--- config.mk ---
export PLATFORM = sky130hd
export DESIGN_NAME = asid_tlb_mmu
export DESIGN_NICKNAME = d
export VERILOG_FILES = /design/src/rtl/tlb_pkg.sv /design/src/rtl/tlb_victim.sv /design/src/rtl/tlb_cam.sv /design/src/rtl/tlb_walker.sv /design/src/rtl/asid_tlb_mmu.sv
export SDC_FILE = /design/constraint.sdc
export NUM_CORES = 1
export LEC_CHECK = 0
export BUFFER_PORTS_ARGS = -buffer_cell sky130_fd_sc_hd__buf_4
export CORE_MARGIN = 2
export CORE_UTILIZATION = 35
export DETAILED_ROUTE_END_ITERATION = 6
export PLACE_DENSITY = 0.62
export SETUP_SLACK_MARGIN = 0.05
export SLEW_MARGIN = 20
export SYNTH_ARGS = -nofsm -noshare
export SYNTH_HDL_FRONTEND = slang
export SYNTH_SLANG_ARGS = --single-unit
--- constraint.sdc ---
create_clock -name clk -period 8.6 [get_ports clk]
set_input_delay 0.86 -clock clk [delete_from_list [all_inputs] [get_ports clk]]
set_output_delay 0.86 -clock clk [all_outputs]
set_load 0.02 [all_outputs]
--- src/rtl/tlb_pkg.sv ---
package tlb_pkg;

  typedef enum logic [1:0] {
    ST_OK         = 2'd0,
    ST_LEN_FAULT  = 2'd1,
    ST_PAGE_FAULT = 2'd2
  } xlat_status_e;

  typedef enum logic [1:0] {
    W_IDLE = 2'd0,
    W_READ = 2'd1,
    W_DATA = 2'd2
  } walk_state_e;

endpackage

--- src/rtl/tlb_victim.sv ---
module tlb_victim #(
  parameter int ENTRIES = 16,
  parameter int IDX_W   = $clog2(ENTRIES)
) (
  input  logic               clk,
  input  logic               rst,
  input  logic [ENTRIES-1:0] valid_vec,
  input  logic               advance,
  output logic [IDX_W-1:0]   victim_idx
);

  logic [IDX_W-1:0] rr_q;
  logic [IDX_W-1:0] free_idx;
  logic             any_free;

  // lowest-numbered empty slot wins
  always_comb begin
    any_free = 1'b0;
    free_idx = '0;
    for (int i = ENTRIES - 1; i >= 0; i--) begin
      if (!valid_vec[i]) begin
        any_free = 1'b1;
        free_idx = IDX_W'(i);
      end
    end
  end

  assign victim_idx = any_free ? free_idx : rr_q;

  always_ff @(posedge clk) begin
    if (rst) begin
      rr_q <= '0;
    end else if (advance && !any_free) begin
      rr_q <= (rr_q == IDX_W'(ENTRIES - 1)) ? '0 : rr_q + 1'b1;
    end
  end

  AST_VICTIM_FREE: assert property (@(posedge clk) disable iff (rst)
    any_free |-> !valid_vec[victim_idx]);
  AST_RR_IN_RANGE: assert property (@(posedge clk) disable iff (rst)
    int'(rr_q) < ENTRIES);
  AST_RR_STEP: assert property (@(posedge clk) disable iff (rst)
    (advance && !any_free) |=> (rr_q != $past(rr_q)));

endmodule

--- src/rtl/tlb_cam.sv ---
module tlb_cam #(
  parameter int ENTRIES = 16,
  parameter int VPN_W   = 20,
  parameter int PPN_W   = 20,
  parameter int ASID_W  = 8,
  parameter int IDX_W   = $clog2(ENTRIES)
) (
  input  logic               clk,
  input  logic               rst,
  input  logic [VPN_W-1:0]   lk_vpn,
  input  logic [ASID_W-1:0]  lk_asid,
  output logic               lk_hit,
  output logic [PPN_W-1:0]   lk_ppn,
  input  logic               ins_en,
  input  logic [IDX_W-1:0]   ins_idx,
  input  logic [VPN_W-1:0]   ins_vpn,
  input  logic [ASID_W-1:0]  ins_asid,
  input  logic [PPN_W-1:0]   ins_ppn,
  input  logic               flush_en,
  input  logic               flush_by_asid,
  input  logic [ASID_W-1:0]  flush_asid,
  output logic [ENTRIES-1:0] valid_vec
);

  logic [ENTRIES-1:0] valid_q;
  logic [VPN_W-1:0]   vpn_q  [ENTRIES];
  logic [ASID_W-1:0]  asid_q [ENTRIES];
  logic [PPN_W-1:0]   ppn_q  [ENTRIES];
  logic [ENTRIES-1:0] match;

  // parallel compare of every slot
  for (genvar g = 0; g < ENTRIES; g++) begin : g_cmp
    assign match[g] = valid_q[g] && (vpn_q[g] == lk_vpn) && (asid_q[g] == lk_asid);

    AST_FLUSH_ASID_SLOT: assert property (@(posedge clk) disable iff (rst)
      (flush_en && flush_by_asid && valid_q[g] && (asid_q[g] == flush_asid)
       && !(ins_en && (ins_idx == IDX_W'(g)))) |=> !valid_q[g]);
  end

  assign lk_hit = |match;

  always_comb begin
    lk_ppn = '0;
    for (int i = 0; i < ENTRIES; i++) begin
      if (match[i]) lk_ppn = lk_ppn | ppn_q[i];
    end
  end

  always_ff @(posedge clk) begin
    if (rst) begin
      valid_q <= '0;
    end else begin
      for (int i = 0; i < ENTRIES; i++) begin
        if (flush_en && (!flush_by_asid || (asid_q[i] == flush_asid))) valid_q[i] <= 1'b0;
      end
      if (ins_en) valid_q[ins_idx] <= 1'b1;
    end
  end

  // tag and frame storage: written on install only, no reset
  always_ff @(posedge clk) begin
    if (ins_en) begin
      vpn_q[ins_idx]  <= ins_vpn;
      asid_q[ins_idx] <= ins_asid;
      ppn_q[ins_idx]  <= ins_ppn;
    end
  end

  assign valid_vec = valid_q;

  AST_MATCH_ONEHOT: assert property (@(posedge clk) disable iff (rst)
    $onehot0(match));
  AST_FLUSH_ALL: assert property (@(posedge clk) disable iff (rst)
    (flush_en && !flush_by_asid && !ins_en) |=> (valid_q == '0));
  AST_INSTALL_SETS: assert property (@(posedge clk) disable iff (rst)
    ins_en |=> valid_q[$past(ins_idx)]);

endmodule

--- src/rtl/tlb_walker.sv ---
module tlb_walker
  import tlb_pkg::*;
#(
  parameter int VPN_W  = 20,
  parameter int PPN_W  = 20,
  parameter int ASID_W = 8,
  parameter int PT_AW  = 16
) (
  input  logic              clk,
  input  logic              rst,
  input  logic              start,
  input  logic [VPN_W-1:0]  start_vpn,
  input  logic [ASID_W-1:0] start_asid,
  input  logic [PT_AW-1:0]  base,
  output logic              busy,
  output logic              pt_rd_en,
  output logic [PT_AW-1:0]  pt_rd_addr,
  input  logic [PPN_W:0]    pt_rd_data,
  output logic              done,
  output logic              done_ok,
  output logic [PPN_W-1:0]  done_ppn,
  output logic [VPN_W-1:0]  done_vpn,
  output logic [ASID_W-1:0] done_asid
);

  walk_state_e       state_q;
  logic [VPN_W-1:0]  vpn_q;
  logic [ASID_W-1:0] asid_q;

  always_ff @(posedge clk) begin
    if (rst) begin
      state_q    <= W_IDLE;
      pt_rd_en   <= 1'b0;
      pt_rd_addr <= '0;
      vpn_q      <= '0;
      asid_q     <= '0;
    end else begin
      case (state_q)
        W_IDLE: begin
          if (start) begin
            state_q    <= W_READ;
            pt_rd_en   <= 1'b1;
            pt_rd_addr <= base + PT_AW'(start_vpn);
            vpn_q      <= start_vpn;
            asid_q     <= start_asid;
          end
        end
        W_READ: begin
          pt_rd_en <= 1'b0;
          state_q  <= W_DATA;
        end
        default: begin
          state_q <= W_IDLE;
        end
      endcase
    end
  end

  assign busy      = (state_q != W_IDLE);
  assign done      = (state_q == W_DATA);
  assign done_ok   = pt_rd_data[PPN_W];
  assign done_ppn  = pt_rd_data[PPN_W-1:0];
  assign done_vpn  = vpn_q;
  assign done_asid = asid_q;

  AST_READ_SINGLE: assert property (@(posedge clk) disable iff (rst)
    pt_rd_en |=> !pt_rd_en);
  AST_START_IDLE: assert property (@(posedge clk) disable iff (rst)
    start |-> !busy);
  AST_DONE_AFTER_READ: assert property (@(posedge clk) disable iff (rst)
    done |-> $past(pt_rd_en));

endmodule

--- src/rtl/asid_tlb_mmu.sv ---
module asid_tlb_mmu
  import tlb_pkg::*;
#(
  parameter int VA_W    = 32,
  parameter int OFF_W   = 12,
  parameter int PPN_W   = 20,
  parameter int ASID_W  = 8,
  parameter int ENTRIES = 16,
  parameter int PT_AW   = 16
) (
  input  logic                    clk,
  input  logic                    rst,
  input  logic                    req_valid,
  output logic                    req_ready,
  input  logic [VA_W-1:0]         req_vaddr,
  input  logic [ASID_W-1:0]       req_asid,
  output logic                    rsp_valid,
  output logic [1:0]              rsp_status,
  output logic                    rsp_hit,
  output logic [PPN_W+OFF_W-1:0]  rsp_paddr,
  input  logic                    tbl_base_we,
  input  logic [PT_AW-1:0]        tbl_base_wdata,
  input  logic                    tbl_len_we,
  input  logic [VA_W-OFF_W:0]     tbl_len_wdata,
  input  logic                    flush_req,
  input  logic                    flush_by_asid,
  input  logic [ASID_W-1:0]       flush_asid,
  output logic                    pt_rd_en,
  output logic [PT_AW-1:0]        pt_rd_addr,
  input  logic [PPN_W:0]          pt_rd_data
);

  localparam int VPN_W = VA_W - OFF_W;
  localparam int LEN_W = VPN_W + 1;
  localparam int IDX_W = $clog2(ENTRIES);

  logic [VPN_W-1:0]   req_vpn;
  logic [OFF_W-1:0]   req_off;
  logic [PT_AW-1:0]   base_q;
  logic [LEN_W-1:0]   len_q;
  logic [OFF_W-1:0]   off_q;
  logic               accept, in_range, walk_start;
  logic               lk_hit;
  logic [PPN_W-1:0]   lk_ppn;
  logic               walk_busy, walk_done, walk_ok;
  logic [PPN_W-1:0]   walk_ppn;
  logic [VPN_W-1:0]   walk_vpn;
  logic [ASID_W-1:0]  walk_asid;
  logic               ins_en;
  logic [IDX_W-1:0]   victim_idx;
  logic [ENTRIES-1:0] valid_vec;

  assign req_vpn    = req_vaddr[VA_W-1:OFF_W];
  assign req_off    = req_vaddr[OFF_W-1:0];
  assign req_ready  = !walk_busy && !flush_req;
  assign accept     = req_valid && req_ready;
  assign in_range   = {1'b0, req_vpn} < len_q;
  assign walk_start = accept && !lk_hit && in_range;
  assign ins_en     = walk_done && walk_ok;

  always_ff @(posedge clk) begin
    if (rst) begin
      base_q <= '0;
      len_q  <= '0;
    end else begin
      if (tbl_base_we) base_q <= tbl_base_wdata;
      if (tbl_len_we)  len_q  <= tbl_len_wdata;
    end
  end

  always_ff @(posedge clk) begin
    if (rst) off_q <= '0;
    else if (accept) off_q <= req_off;
  end

  tlb_cam #(
    .ENTRIES(ENTRIES), .VPN_W(VPN_W), .PPN_W(PPN_W), .ASID_W(ASID_W), .IDX_W(IDX_W)
  ) i_cam (
    .clk(clk), .rst(rst),
    .lk_vpn(req_vpn), .lk_asid(req_asid), .lk_hit(lk_hit), .lk_ppn(lk_ppn),
    .ins_en(ins_en), .ins_idx(victim_idx), .ins_vpn(walk_vpn),
    .ins_asid(walk_asid), .ins_ppn(walk_ppn),
    .flush_en(flush_req), .flush_by_asid(flush_by_asid), .flush_asid(flush_asid),
    .valid_vec(valid_vec)
  );

  tlb_victim #(.ENTRIES(ENTRIES), .IDX_W(IDX_W)) i_victim (
    .clk(clk), .rst(rst), .valid_vec(valid_vec), .advance(ins_en),
    .victim_idx(victim_idx)
  );

  tlb_walker #(
    .VPN_W(VPN_W), .PPN_W(PPN_W), .ASID_W(ASID_W), .PT_AW(PT_AW)
  ) i_walker (
    .clk(clk), .rst(rst), .start(walk_start), .start_vpn(req_vpn),
    .start_asid(req_asid), .base(base_q), .busy(walk_busy),
    .pt_rd_en(pt_rd_en), .pt_rd_addr(pt_rd_addr), .pt_rd_data(pt_rd_data),
    .done(walk_done), .done_ok(walk_ok), .done_ppn(walk_ppn),
    .done_vpn(walk_vpn), .done_asid(walk_asid)
  );

  // registered response
  always_ff @(posedge clk) begin
    if (rst) begin
      rsp_valid  <= 1'b0;
      rsp_status <= ST_OK;
      rsp_hit    <= 1'b0;
      rsp_paddr  <= '0;
    end else begin
      rsp_valid <= 1'b0;
      if (accept && lk_hit) begin
        rsp_valid  <= 1'b1;
        rsp_status <= ST_OK;
        rsp_hit    <= 1'b1;
        rsp_paddr  <= {lk_ppn, req_off};
      end else if (accept && !in_range) begin
        rsp_valid  <= 1'b1;
        rsp_status <= ST_LEN_FAULT;
        rsp_hit    <= 1'b0;
        rsp_paddr  <= '0;
      end else if (walk_done) begin
        rsp_valid  <= 1'b1;
        rsp_status <= walk_ok ? ST_OK : ST_PAGE_FAULT;
        rsp_hit    <= 1'b0;
        rsp_paddr  <= walk_ok ? {walk_ppn, off_q} : '0;
      end
    end
  end

  AST_HIT_ONE_CYCLE: assert property (@(posedge clk) disable iff (rst)
    (accept && lk_hit) |=> (rsp_valid && rsp_hit && (rsp_status == ST_OK)));
  AST_LEN_NO_READ: assert property (@(posedge clk) disable iff (rst)
    (accept && !lk_hit && !in_range) |=> (!pt_rd_en && rsp_valid && (rsp_status == ST_LEN_FAULT)));
  AST_BUSY_NOT_READY: assert property (@(posedge clk) disable iff (rst)
    walk_busy |-> !req_ready);
  AST_OFFSET_KEPT: assert property (@(posedge clk) disable iff (rst)
    (rsp_valid && (rsp_status == ST_OK)) |-> (rsp_paddr[OFF_W-1:0] == off_q));
  AST_PF_NO_INSTALL: assert property (@(posedge clk) disable iff (rst)
    (walk_done && !walk_ok) |=> (valid_vec == $past(valid_vec)) || $past(flush_req));

endmodule

-- Word-level counts from Yosys, hierarchy flattened
Memory sizes are Yosys's and may differ from the RTL's.
Cells that the tools add are included.
- add/subtract/negate cells: 2
- order comparisons: 3
- equality and inequality tests: 52
- multiplexer cells: 104
- bitwise logic cells: 16
- reductions and logical operators: 89
- operators by type and width (kind ; number):
    20-bit equality test ; 16
    20-bit two-way mux ; 16
    20-bit OR ; 15
    8-bit equality test ; 32
    32-bit two-way mux ; 4
    4-bit two-way mux ; 18
    1-bit two-way mux ; 60
    1-bit logical AND ; 57
    20-bit by 21-bit < comparator with 1-bit output ; 1
    16-bit adder ; 1
    1-bit logical OR ; 16
    16-bit two-way mux ; 1
    16-bit OR ; 1
    16-bit OR reduction ; 1
    1-bit logical NOT ; 6
    2-bit nonzero test ; 3
    4-bit by 5-bit < comparator with 1-bit output (second input constant) ; 1
    4-bit by 1-bit adder with 4-bit output (second input constant) ; 1
    1-bit demux with 4-bit select ; 1
    4-bit equality test (second input constant) ; 1
    4-bit by 1-bit >= comparator with 1-bit output (second input constant) ; 1
    2-bit two-way mux ; 2
    2-bit one-hot mux with 2 select lines ; 1
    2-bit AND reduction ; 2
    8 further kinds ; 8
- bits in registers: 152
- bits in writable memories: 768
- bits of input ports: 113
- word-level logic and storage cells: 284
- memories: 3
- memory list (memory ; words ; width ; read ports ; clocked after memory_dff ; wr ports ; line ; text):
    i_cam.ppn_q ; 16 ; 20 ; 16 ; 0 ; 1 ; tlb_cam.sv:28 ; logic [PPN_W-1:0] ppn_q [ENTRIES];
    i_cam.vpn_q ; 16 ; 20 ; 16 ; 0 ; 1 ; tlb_cam.sv:26 ; logic [VPN_W-1:0] vpn_q [ENTRIES];
    i_cam.asid_q ; 16 ; 8 ; 16 ; 0 ; 1 ; tlb_cam.sv:27 ; logic [ASID_W-1:0] asid_q [ENTRIES];

-- Longest topological paths before layout
Gate-level depths: netlist of run 1.
An unclocked memory read counts as a cell.
- word-level depth: 36
- depth in mapped cells: 14

-- Modules after synthesis
From an unflattened synthesis of run 1, not the netlist that was laid out.
- cell total of the unflattened synthesis: 3241
- area, all modules: 41825.1 sq um
- modules (own cells, without submodules) (module ; times used ; cells an instance ; area an instance (sq um)):
    tlb_cam ; 1 ; 2346 ; 34506.8
    asid_tlb_mmu ; 1 ; 513 ; 4294.1
    tlb_walker ; 1 ; 326 ; 2620.0
    tlb_victim ; 1 ; 56 ; 404.1

-- Worst setup path before layout of run 1
OpenSTA, ideal clock, no wires.
- path type: register -> register
- start: register i_cam.valid_q[14] (netlist: i_cam.valid_vec[14])
- end: memory i_cam.asid_q[4][0], enable pin
- setup time: 0.573 ns
- data arrival time: 6.045 ns
- required time: 8.027 ns
- path slack: 1.983 ns
- stages on the path, launching flop included: 10
- buffers on the path: 0
- clock period less this slack: 6.617 ns
- cells stage by stage: dfxtp_1 inv_1 o21ai_0 a21boi_0 o21ai_0 a21boi_0 o21ai_0 a21boi_0 o221ai_1 nor4_1
- longest elaborated chain between the ends: 16
- elaborated cells on any way between the ends: 31
- ends and longest elaborated chain (what ; line ; text):
    start, declared ; tlb_cam.sv:25 ; logic [ENTRIES-1:0] valid_q;
    start signal, assigned ; tlb_cam.sv:51 ; valid_q <= '0;
    start signal, assigned by index ; tlb_cam.sv:54 ; if (flush_en && (!flush_by_asid || (asid_q[i] == flush_asid))) valid_q[i] <= 1'b0;
    start signal, assigned by index ; tlb_cam.sv:56 ; if (ins_en) valid_q[ins_idx] <= 1'b1;
    4-bit two-way mux or 1-bit two-way mux (tied branches) (15 in a row) ; tlb_victim.sv:21 ; if (!valid_vec[i]) begin
    4-bit two-way mux * ; tlb_victim.sv:28 ; assign victim_idx = any_free ? free_idx : rr_q;
    end, declared ; tlb_cam.sv:27 ;
Every way passes the cells marked *; elsewhere a longest branch is shown, timed or not.

-- Worst setup path in the final report of run 1
- start: input req_vaddr[27]
- end: register rsp_paddr[18]
- longest elaborated chain between the ends: 35
- elaborated cells on any way between the ends: 87
- ends and longest elaborated chain (what ; line ; text):
    start, declared ; asid_tlb_mmu.sv:15 ; input logic [VA_W-1:0] req_vaddr,
    20-bit equality test ; tlb_cam.sv:33 ; assign match[g] = valid_q[g] && (vpn_q[g] == lk_vpn) && (asid_q[g] == lk_asid);
    1-bit logical AND (2 in a row) ; tlb_cam.sv:33 ;
    20-bit two-way mux ; tlb_cam.sv:45 ; if (match[i]) lk_ppn = lk_ppn | ppn_q[i];
    20-bit OR ; tlb_cam.sv:45 ;
    20-bit two-way mux ; tlb_cam.sv:45 ;
    20-bit OR ; tlb_cam.sv:45 ;
    20-bit two-way mux ; tlb_cam.sv:45 ;
    20-bit OR ; tlb_cam.sv:45 ;
    [... 18 more ...] ; - ;
    20-bit two-way mux ; tlb_cam.sv:45 ;
    20-bit OR ; tlb_cam.sv:45 ;
    20-bit two-way mux ; tlb_cam.sv:45 ;
    20-bit OR ; tlb_cam.sv:45 ;
    20-bit two-way mux ; tlb_cam.sv:45 ;
    20-bit OR ; tlb_cam.sv:45 ;
    20-bit two-way mux ; tlb_cam.sv:45 ;
    32-bit two-way mux ; asid_tlb_mmu.sv:111 ; if (accept && lk_hit) begin
    end signal, assigned ; asid_tlb_mmu.sv:115 ; rsp_paddr <= {lk_ppn, req_off};
    end signal, assigned ; asid_tlb_mmu.sv:125 ; rsp_paddr <= walk_ok ? {walk_ppn, off_q} : '0;
    end, declared ; asid_tlb_mmu.sv:20 ; output logic [PPN_W+OFF_W-1:0] rsp_paddr,
Several ways; a longest one is shown, not always the timed one.
A chain may end at the register's enable or synchronous reset.

==> flow_summary.toml, run 1 <==
[finish]
nFillCells = 10200
n_antenna_cell = 0
fin_area_mm2 = 0.0449
multi_input_area_mm2 = 0.0119
areaGrowthSynthToFinish_pct = 15.7
drive_gt1_share_pct = 14.2
fin_cells = 4432
fin_nets = 3013
regArea_mm2 = 0.0261

[synth]
synth-seq-cells = 920
yosysWarningCount = 0
synth_fp_nets = 2857
syn_area_mm2 = 0.0388
synth-main-ff-cell = "edfxtp_1"
synth_edf_count = 768
avgSynthCellArea_um2 = 14.3
seq_area_frac_synth_pct = 67.3
synth_cell_type_count = 63
synth_async_sr_flop_share_pct = 0
syn-instance-count = 2708

[cts]
clk_path_buf_depth = 3
ctsRootBufferMaster = "clkbuf_16"
postCtsHoldBufs = 0
htreeDepth = 3
clkSlewWorstSetupHoldPaths_ps = 60
post_cts_buffers = 0
clkSinkCount = 920
cts_buffers = 95
cts_tree = "yes"
cts_resized = 0
clk_latency_ps = 690

[floorplan]
fp.dieH_um = 337
dieArea_mm2 = 0.113
rows = 122
dieWidth_um = 337
pin_count = 167
initial_core_util_pct = 35.2
fp.coreArea_mm2 = 0.110

[place]
io_buffers = 166
numPlacedInstances = 4255
place_hpwl_mm = 75.3
place.gp.congestion = 0.925
placed_cell_area_mm2 = 0.0416

[sta]
period_needed_ps = 4560
setup_viol = 0
finClkSkew_ps = 54.4
worstMarginPinSlew_ps = 1290
fmax_mhz = 219
relSlewSlack_pct = 13.0
fin_tns_setup_ps = 0
fin_crit_sh_pct = 53.0
slew_viol_final = 0
rsz0062_at_grt = "no"
hold_violations = 0

[hold_path]
min_path_cells = 3
holdPathEnd = "len_q[17]"
hold_class = "input port to register"
hp-start = "tbl_len_wdata[17]"

[routing]
vias = 24200
drc = 0
routed_wirelength_mm = 125
drt_first_pass_iters = 7
highest_layer = "met5"
drt_iter0_drc = 2716
wl_met2_mm = 60.6
ant_nets = 0
met3_wirelength_mm = 8.91
wl_met1_mm = 49.6
detail_route.wl_per_cell_um = 28.1
routed_via_density = 5.47

[pwr]
vdd_drop_max_v = 0.000163
p_per_area_mw_per_mm2 = 218
p_leak_nw = 14.5

[outcome]
outcome = "finished clean"

[global_routing]
track_usage_pct = 21.7
grt_pass1_vias = 23300
overflow = 0
antenna_found_initial = 2
grt_max_degree = 91
grt_pass1_wl_mm = 175

[run]
maxCapViolCount = 0

[worst_setup_path]
r2r_slack_ps = 4250
crit_arrival_ps = 5170
timing.critical_path.to_type = "register"
cp-start-kind = "input port"
path_class = "input port to register"
crit_fanout = 65
r2r_end = "rsp_paddr[18]"
required_ps = 9210
r2r-start = "i_cam.asid_q[7][0]"
r2r_cells = 11
[layout by cell type, fill, tap and decap left out, types with 23 or more instances in the layout]
cell       netlist  routed
nand4_1        101     101
nand2_1        111     111
xnor2_1        336     336
ha_1            35      35
clkbuf_16        0      95
dfxtp_1        152     149
xor2_1         251     251
nor2_1         102     102
a21oi_1         59      59
mux2i_1         51      51
clkbuf_1        67      23
a221oi_1        58      58
o21ai_0         56      55
a22oi_1         65      65
nor4_1          85      70
nand3_1         62      62
buf_4           28     218
edfxtp_1       768     768
inv_1           37      37
a22o_1          58      58
[state kept, by name (all words and copies together) (netlist names), 8 cells and up]
register	flops
rsp_paddr	32
off_q	12
len_q	21
i_cam.valid_vec	16
base_q	16
i_walker.pt_rd_addr	16
i_walker.done_asid	8
i_cam.asid_q	128
i_cam.vpn_q	320
i_cam.ppn_q	320
i_walker.done_vpn	20
[where the power goes]
group / internal, W / switching [W] / total [W] / leakage [nW]
registers: 0.00485 / 0.0000606 / 0.00492 / 7.92
logic: 0.000211 / 0.000383 / 0.000594 / 4.96
clock network: 0.00249 / 0.00180 / 0.00429 / 1.60
[cell usage after synthesis, drive strengths merged (2+ instances only)]
master     n  area share (%)
o31ai      3           0.058
dfxtp    152             7.8
a311oi     9            0.20
o2111ai    2           0.045
inv       37            0.36
a211o      8            0.18
nand2    112             1.1
nand3     62            0.80
nor4      86             1.4
xnor2    336             7.6
o221ai     2           0.045
xor2     251             5.7
a31oi      7            0.11
o21ai     57            0.74
nor3      15            0.19
clkbuf    67            0.65
o211ai     3           0.071
a22oi     65             1.3
buf       93             1.5
nor2     103             1.0
edfxtp   768              59
a211oi    27            0.72
a21o       8            0.15
and4       7            0.16
a21oi     59            0.76
and2       5           0.081
o21bai     4           0.077
or2        2           0.032
nor2b      5           0.081
mux2i     51             1.3
o21a       4           0.077
a22o      58             1.3
nand3b     8            0.15
a21boi     4           0.077
nand4    101             1.6
nand2b     7            0.11
a221oi    58             1.3
a41oi      2           0.045
or3        4           0.065
and3      10            0.16
ha        35             1.1
[metrics by stage]
step	utilization, %	setup WS (ps)	total power [W]	hold slack (ps)
finish	40.7	4040	0.00980	408
global placement	37.8	3580	0.00559	441
CTS	40.7	4270	0.00983	386
detailed placement	37.8	3560	0.00560	446
global route	40.7	3970	0.0100	416
floorplan	-	1980	0.00533	436
[cell type report]
| cell class | count | share of cell area (%) |
|---|---|---|
| Sequential cell | 920 | 58.2 |
| Multi-Input combinational cell | 1591 | 26.4 |
| Clock buffer | 133 | 5.95 |
| Tap cell | 1488 | 4.15 |
| Timing Repair Buffer | 219 | 3.67 |
| Clock inverter | 44 | 1.33 |
| Inverter | 37 | 0.309 |
[kinds of logic after synthesis]
| family | after synthesis | share of synthesized area (%) |
|---|---|---|
| simple gates | 529 | 7.01 |
| fa+ha+maj | 36 | 1.18 |
| buf+inv | 197 | 2.47 |
| flops | 920 | 67.3 |
| xor+xnor | 587 | 13.3 |
| mux | 51 | 1.32 |
| compound gates | 388 | 7.44 |
[worst max-delay path, stage by stage]
cell and delay (ps):
buf_4 460, xor2_1 140, nor3_1 820, nand4_1 330, nor4_2 290, buf_4 460
nor4_1 100, and4_4 380, o211ai_4 220, buf_4 600, nor2_1 140, a211oi_2 230
[layer usage]
metal,vias up,global-route usage [%]
met5,-,0
met4,4,9.19
met3,214,3.09
met2,1149,36.2
met1,12400,28.1
li1,10500,-
[how the worst max path moves through the flow]
stage / startpoint / end / depth (start not counted)
2_1_floorplan: i_cam.valid_vec[14] / i_cam.asid_q[4][0] / 9
3_3_place_gp: req_vaddr[27] / rsp_paddr[19] / 12
3_5_place_dp: req_asid[0] / rsp_paddr[15] / 12
4_1_cts: req_asid[0] / rsp_paddr[18] / 12
5_1_grt: req_asid[0] / rsp_paddr[29] / 12
6_report: req_vaddr[27] / rsp_paddr[18] / 12
Power figures use the tool's default switching activity.
==> run 2: changes to the inputs <==
==> constraint.sdc (replaced) <==
create_clock -name clk -period 4.7 [get_ports clk]
set_input_delay 0.47 -clock clk [delete_from_list [all_inputs] [get_ports clk]]
set_output_delay 0.47 -clock clk [all_outputs]
set_load 0.02 [all_outputs]
==> run 2 against run 1 <==
Power increased by 82%. Final area grew 0.76%. Combinational power up 87%. Register-to-register slack got worse by 3200 ps. Non-clock buffer count grew 33. Critical path depth is 6 lower. Final cell count rose by 0.70%. Worst setup slack got worse by 3000 ps. Routed wire length up 1.4%. Clock skew is 2.1 ps higher. Via count up 1.1%. Hold slack got worse by 380 ps. Highest routed layer unchanged.
==> flow_summary.toml, run 2 (synthesis gave the netlist of run 1 again) <==
[floorplan]
fp.coreArea_mm2 = 0.110
pin_count = 167
dieWidth_um = 337
dieArea_mm2 = 0.113
initial_core_util_pct = 35.2
fp.dieH_um = 337
rows = 122

[sta]
fin_crit_sh_pct = 78.4
period_needed_ps = 3680
relSlewSlack_pct = 17.6
hold_violations = 0
fin_tns_setup_ps = 0
worstMarginPinSlew_ps = 1230
setup_viol = 0
finClkSkew_ps = 56.5
fmax_mhz = 272
slew_viol_final = 0
fin_ws_ps = 1020
rsz0062_at_grt = "no"

[worst_setup_path]
crit_start = "i_cam.valid_vec[8]"
crit_end = "i_cam.asid_q[6][4]"
timing.critical_path.to_type = "register"
cpPeakStageDelay_ps = 820
required_ps = 5020
r2r_cells = 6
r2r_end = "i_cam.asid_q[6][4]"
crit_arrival_ps = 4000
r2r-start = "i_cam.valid_vec[8]"
cp-start-kind = "register"
worstPathCellList = "nand2_1 -> or3_1 -> nor3_1 -> a32o_1 -> and3_2 -> buf_12"
r2r_slack_ps = 1020
slowest_stage = "a32o_1"
path_class = "register to register"
crit_fanout = 33

[place]
pre_cts_slack_ps = 544
place_hpwl_mm = 74.9
io_buffers = 166
place.gp.congestion = 0.906
numPlacedInstances = 4286

[finish]
fin_nets = 3045
n_antenna_cell = 0
post-route-util_pct = 41.0
final_common_cell = "edfxtp_1"
drive_gt1_share_pct = 15.1
largest_registers = "i_cam.ppn_q (320), i_cam.vpn_q (320), i_cam.asid_q (128)"
final_cell_mix = "768 x edfxtp_1, 336 x xnor2_1, 251 x xor2_1, 240 x buf_4, 145 x dfxtp_1"
fin_cells = 4463
areaGrowthSynthToFinish_pct = 16.6

[hold_path]
hp-start = "tbl_len_wdata[3]"
hold_class = "input port to register"

[global_routing]
grt_pass1_vias = 23500
track_usage_pct = 21.9
antenna_found_initial = 5
overflow = 0
grt_pass1_wl_mm = 176
grt_max_degree = 90

[routing]
vias = 24500
detail_route.wl_per_cell_um = 28.3
drt_first_pass_iters = 5
drt_iter0_drc = 2934
drc = 0
ant_nets = 0
routed_via_density = 5.49
routed_wirelength_mm = 126

[cts]
clk_latency_ps = 690
clk_path_buf_depth = 3
clkSinkCount = 920
ctsRootBufferMaster = "clkbuf_16"
post_cts_buffers = 0
postCtsHoldBufs = 2
htreeDepth = 3
cts_tree = "yes"
cts_resized = 0
clkSlewWorstSetupHoldPaths_ps = 70
cts_buffers = 94

[outcome]
outcome = "finished clean"

[pwr]
vdd_drop_max_v = 0.000263
p_per_area_mw_per_mm2 = 394
p_leak_nw = 14.6

[run]
maxCapViolCount = 0
## run 2: changes by cell type in the layout (fill, tap and decap cells not counted), sizes merged
cell | previous run | this run
inv | 41 | 40
clkinvlp | 0 | 6
dlygate4sd3 | 0 | 2
clkbuf | 133 | 125
buf | 219 | 250
clkinv | 30 | 31
## run 2: critical path, delay by kind of cell, from the launching register on
family | cells | cell delay (ps)
compound gates | 1 | 820
simple gates | 4 | 1690
buf+inv | 1 | 320
flops | 1 | 440
## run 2: worst min path at each step
| stage | end | depth (start not counted) |
|---|---|---|
| 6_report | len_q[3] | 3 |
| 5_1_grt | len_q[15] | 3 |
| 4_1_cts | len_q[3] | 3 |
| 3_5_place_dp | off_q[4] | 2 |
| 3_3_place_gp | off_q[2] | 2 |
| 2_1_floorplan | off_q[0] | 2 |
## run 2: final cells by class
| cell class | instances | area [um^2] |
|---|---|---|
| clock buffer | 125 | 2570 |
| sequential | 920 | 26100 |
| timing repair buffer | 252 | 2010 |
| multi-input combinational | 1591 | 11900 |
| tap | 1488 | 1860 |
| fill | 10100 | 65000 |
| clock inverter | 50 | 627 |
| inverter | 37 | 139 |
## run 2: through the flow
| step | cell area, um^2 | total power, W | hold WS (ps) |
|---|---|---|---|
| after floorplan | 38800 | 0.00976 | 436 |
| after global placement | 42000 | 0.0103 | 442 |
| after detailed placement | 42000 | 0.0103 | 449 |
| after CTS | 45200 | 0.0179 | 0.337 |
| after global routing | 45200 | 0.0183 | 21.4 |
| final | 45200 | 0.0178 | 22.8 |
## run 2: per-layer routing
layer	GRT usage [%]	share of wire (%)	vias to the layer above
met1	28.7	40	12600
met5	0	0.017	-
met3	3.58	8.3	242
met4	9.92	4.6	4
met2	35.7	47	1194
li1	-	-	10500
## run 2: where the power goes
group	internal, W	switching (W)	leakage (nW)
clock	0.00444	0.00327	1.55
sequential	0.00888	0.000119	7.92
combinational	0.000401	0.000705	5.15
